--- src/rtl/ir_pulse_tx.sv ---
module ir_pulse_tx #(
  parameter int DATA_W  = 8,
  parameter int ADDR_W  = 4,
  parameter int START_T = 192,
  parameter int ONE_T   = 96,
  parameter int ZERO_T  = 48,
  parameter int GAP_T   = 48
) (
  input  logic              clk,
  input  logic              rst_n,
  input  logic              tick,
  input  logic [DATA_W-1:0] in_data,
  input  logic              in_valid,
  output logic              in_ready,
  output logic              ir_out,
  output logic              cts
);
  localparam int NBITS = DATA_W + ADDR_W;
  localparam int CW = $clog2(START_T + 1);
  localparam int BW = $clog2(NBITS + 1);

  logic             busy, in_mark, phase;
  logic [CW-1:0]    rem;
  logic [BW-1:0]    left;
  logic [NBITS-1:0] sh;

  assign cts      = ~busy;
  assign in_ready = ~busy;
  assign ir_out   = phase;

  always_ff @(posedge clk) begin
    if (!rst_n) begin
      busy    <= 1'b0;
      in_mark <= 1'b0;
      phase   <= 1'b0;
      rem     <= '0;
      left    <= '0;
      sh      <= '0;
    end else if (!busy) begin
      if (in_valid) begin
        busy    <= 1'b1;
        in_mark <= 1'b1;
        phase   <= 1'b0;
        rem     <= CW'(START_T);
        left    <= BW'(NBITS);
        sh      <= {{ADDR_W{1'b0}}, in_data};
      end
    end else if (tick) begin
      if (in_mark) begin
        if (rem == CW'(1)) begin
          in_mark <= 1'b0;
          phase   <= 1'b0;
          rem     <= CW'(GAP_T);
        end else begin
          phase <= ~phase;
          rem   <= rem - CW'(1);
        end
      end else if (rem == CW'(1)) begin
        if (left == '0) begin
          busy <= 1'b0;
        end else begin
          in_mark <= 1'b1;
          phase   <= 1'b0;
          rem     <= sh[0] ? CW'(ONE_T) : CW'(ZERO_T);
          sh      <= sh >> 1;
          left    <= left - BW'(1);
        end
      end else begin
        rem <= rem - CW'(1);
      end
    end
  end
endmodule

--- config.mk ---
export PLATFORM = sky130hd
export DESIGN_NAME = ir_pulse_tx
export DESIGN_NICKNAME = d
export VERILOG_FILES = /design/src/rtl/ir_pulse_tx.sv
export SDC_FILE = /design/constraint.sdc
export NUM_CORES = 1
export LEC_CHECK = 0
export BUFFER_PORTS_ARGS = -buffer_cell sky130_fd_sc_hd__buf_2
export CORE_ASPECT_RATIO = 1.5
export CORE_MARGIN = 2
export CORE_UTILIZATION = 45
export CTS_CLUSTER_DIAMETER = 60
export CTS_CLUSTER_SIZE = 25
export DETAILED_ROUTE_END_ITERATION = 16
export GPL_TIMING_DRIVEN = 0
export HOLD_SLACK_MARGIN = 0.05
export PLACE_DENSITY = 0.69
export SETUP_SLACK_MARGIN = 0.3
export SLEW_MARGIN = 20
export SYNTH_ARGS = -nofsm -noshare
export SYNTH_HDL_FRONTEND = slang
export SYNTH_SLANG_ARGS = --single-unit
--- constraint.sdc ---
create_clock -name clk -period 2 [get_ports clk]
set_clock_uncertainty 0.05 [all_clocks]
set_input_delay 0.1 -clock clk [delete_from_list [all_inputs] [get_ports clk]]
set_output_delay 0.1 -clock clk [all_outputs]
set_load 0.01 [all_outputs]
; ---- Word-level counts from Yosys, hierarchy flattened
; Index checks and enable logic that the tools add are counted.
[op_classes]
add_sub_neg = 2
n_mul = 0
div = 0
magnitude_cmp = 0
eq_ne = 8
shifts = 0
n_mux = 39
n_bitwise = 2
n_reduce_logical = 6
[op_table]
columns = op, count
row1 = $mux W12, 6
row2 = $mux W8, 7
row3 = $mux W4, 6
row4 = $mux W1, 19
row5 = $eq A8 B1 Y1 const B, 1
row6 = $sub A8 B1 Y8 const B, 1
row7 = $mux W7, 1
row8 = $ne A2 B2 Y1 const B, 3
row9 = $reduce_and A5 Y1, 1
row10 = $logic_not A4 Y1, 1
row11 = $ne A4 B4 Y1 const B, 1
row12 = $reduce_and A4 Y1, 1
row13 = $sub A4 B1 Y4 const B, 1
row14 = $ne A3 B1 Y1 const B, 1
row15 = $ne A3 B3 Y1 const B, 1
row16 = $reduce_and A3 Y1, 1
row17 = $ne A2 B1 Y1 const B, 1
row18 = $not A1 Y1, 2
row19 = $reduce_and A2 Y1, 1
row20 = $reduce_bool A2 Y1, 1
[word_totals]
ff_bits = 27
latch_bits = 0
ram_bits = 0
rom_bits = 0
inputBits = 12
out_inout_bits = 3
word_cells = 63
memories = 0

; ---- Depth between registers and ports, before layout
[logic_depth]
ltp_word = 6
depth_mapped = 7
mapped_depth_nobuf = 6

; ---- Worst setup path before layout
; Ideal clock, no wire load.
[synth_timing]
path_type = register to register
start = register rem[0]
end = register rem[4]
setup_time_ns = 0.119
t_arrival_ns = 1.919
required_ns = 1.831
path_slack_ns = -0.088
stages_incl_launch_ff = 6
n_path_buf = 0
synth_period_minus_slack_ns = 2.088
cell_sequence = dfxtp_1 > ha_1 > nor3b_1 > nand2_1 > o221a_2 > o221a_2
[synth_via]
elab_chain_cells = 5
elab_cells_between_ends = 9
cone_classes = 1 x add/sub / 2 x eq/ne / 5 x mux / 1 x reduce/logical
[synth_rtl]
columns = element, line
row1 = "start, declared", 23  ; logic [CW-1:0] rem;
row2 = "start signal, assigned", 44  ; rem <= CW'(START_T);
row3 = "start signal, assigned", 53  ; rem <= CW'(GAP_T);
row4 = "start signal, assigned", 56  ; rem <= rem - CW'(1);
row5 = $sub A8 B1 Y8 or $eq A8 B1 Y1 (tied branches), n/a
row6 = "$mux W8, on equally long branches", "58, 50"
row7 = $mux W8, 49  ; if (in_mark) begin
row8 = $mux W8, 48  ; end else if (tick) begin
row9 = $mux W8, 39  ; end else if (!busy) begin
; Several ways; a longest one is shown, not always the timed one. The select of a mux whose other input is x is not followed.
; A chain may end at the register's enable or synchronous reset.

; ---- Worst setup path after layout
[layout_timing]
start = register rem[1]
end = register rem[4]
; Same word-level chain as after synthesis.

==> metrics.txt <==
Final Hold Fails 0; Arr. time, crit path 2.08 ns; clock tree buffer depth 2; WHS 0.140 ns; ys async rst share 0; ratio of cells with drive above 1 in the final layout 0.503; LEAKAGE 0.713 nW; RSZ-0062 raised after global routing true; worst vdd ir 0.494 mV; clk_lat worst skew 0.28 ns; syn_area_per_cell 9.00 µm²; Synth Instances 146; fmax 511 MHz; worst path required time 2.13 ns; M3 GR Usage 0.0233; reg2reg setup slack 0.04 ns; Syn Nets 162; Main synth FF type dfxtp_1; Die Ht 70.2 µm; EDFF count, synth 0; initial antenna violation count 0; Antenna Diode Count 0; Setup CP Type flop to flop; final setup fails 0; CTS Sinks 23; crit path launch type flop; Root Buffer clkbuf_8; Final Critical Period 1.96 ns; gr busiest metal met2; Clock transition at path regs 0.08 ns; Non-Filler Instances 224; status complete, no violations; synth warn 0; 1st-iter DRT viols 51; IO Port Bufs 13; # IOs 15; Detailed Routing Iterations Pass 1 4; via count 1,371; final cycle utilization of the critical path 0.978; Die X 48.1 µm; CP endpoint kind flop; most frequent cells in the layout buf_4, dfxtp_1, buf_2, mux2i_1, a211oi_2; Placement Rows 24; Yosys cell types 46; Power, Total 1.19 mW; max-cap viol count 0; worst reg2reg path depth 7; fin nets 202; wire per inst 17.8 µm; CTS tree yes; GRT met2 Usage 0.387; synthesis-to-layout area growth 43.4%; DR vias/cell 6.12; Starting Density 0.461; CP Launch Point rem[1]; detailed placer's ending HPWL 2.33 mm; first-pass GRT wire length 5.85 mm; power density cells 629 nW/µm²; H-tree Lvls 1; final WL 3.98 mm; Synth area leaders dfxtp_1, mux2i_1, a211oi_1; worst-margin pin slew 0.654 ns; FF-to-FF End rem[4]; Setup crit end rem[4]; Syn Std Cell Area 1310 µm²; pin count of the biggest net entering global routing 14; Final Max Tran Viols 0; hold crit path type input pin to flop; GR Util met1 0.288; area of the core 2850 µm²; cell count after placement 198; dominant cell type by area after synthesis dfxtp_1; WHS Path Cells 3; CTS Buf Count 3; grt total ovfl 0; full die area 3380 µm²; gp weighted congestion 0.903; Crit Path Max Fanout 5; vias in the first global route 1,326; Slew Limit Headroom 0.564; worst hold path startpoint in_valid; Total GRT Usage 0.237; share of the synthesized area in the top cell type 0.350; DRC Markers 0; register bit total from synthesis 23; sequential area share after synthesis 0.350; RR Startpoint rem[1]; Routed Antenna Nets 0
synthesized netlist by cell type, types with 4 or more instances:
cell type  number
a31oi_1         5
nand3_1         6
mux2i_1         9
nor2_1         12
inv_1           8
nand2b_1        4
a211oi_1        8
dfxtp_1        23
clkbuf_1        4
nand2_1         7
a21oi_1         9
ha_1            4
power breakdown:
part	total [mW]	switching, mW	internal (mW)
clock	0.300	0.161	0.140
sequential	0.538	0.0468	0.491
combinational	0.348	0.190	0.158
total	1.19	0.397	0.789
logic make-up after synthesis:
group	synth area share
and+or+nand+nor	0.217
AOI/OAI and AO/OA	0.271
DFF	0.350
buffers and inverters	0.0543
muxes	0.0686
adders and majority gates	0.0381
worst min path at each step:
| stage | to | slack [ns] |
|---|---|---|
| after floorplan | sh[7] | 0.19 |
| after global placement | sh[7] | 0.30 |
| after detailed placement | sh[7] | 0.31 |
| after CTS | sh[0] | 0.11 |
| after global routing | sh[2] | 0.16 |
| final | busy | 0.14 |
stage by stage:
step	TNS [ns]	setup slack (ns)	area, µm²	utilization
after floorplan	0	0.0347	1370	-
after global placement	-0.809	-0.122	1480	0.519
after detailed placement	-1.19	-0.194	1480	0.519
after CTS	0	0.0689	1680	0.588
after global routing	-0.0276	-0.0180	1880	0.661
final	0	0.0435	1880	0.661
routing by layer:
metal	vias up	part of all wire
met3	7	0.039
li1	635	-
met2	53	0.54
met5	-	0
met1	676	0.40
met4	0	0.018
repair_timing:
item	in CTS	in global routing
hold buffers	1	0
buffers inserted	10	10
gates cloned	1	0
hold endpoints to repair	1	0
pin swaps	17	17
resized for setup	14	35
endpoints found under the setup margin	21	21
state kept, by name, indices dropped and copies added (netlist names):
name     flops
ir_out       1
busy         1
left         4
in_mark      1
sh           8
rem          8
cell type report:
type / count / area (µm²)
fill: 220 / 968
timing repair buffer: 35 / 249
inverter: 9 / 36.3
sequential: 23 / 474
buffer: 7 / 40.0
tap: 39 / 48.8
clock buffer: 3 / 41.3
clock inverter: 1 / 5.00
multi-input combinational: 107 / 990
worst max-delay path, cell delays in order (launching register included):
cell	delay (ns)
dfxtp_4	0.36
inv_4	0.06
ha_4	0.13
or4b_4	0.52
o31ai_4	0.24
buf_6	0.16
a22oi_2	0.08
o221a_2	0.27
Note: power is estimated with default switching activity, not from simulation.
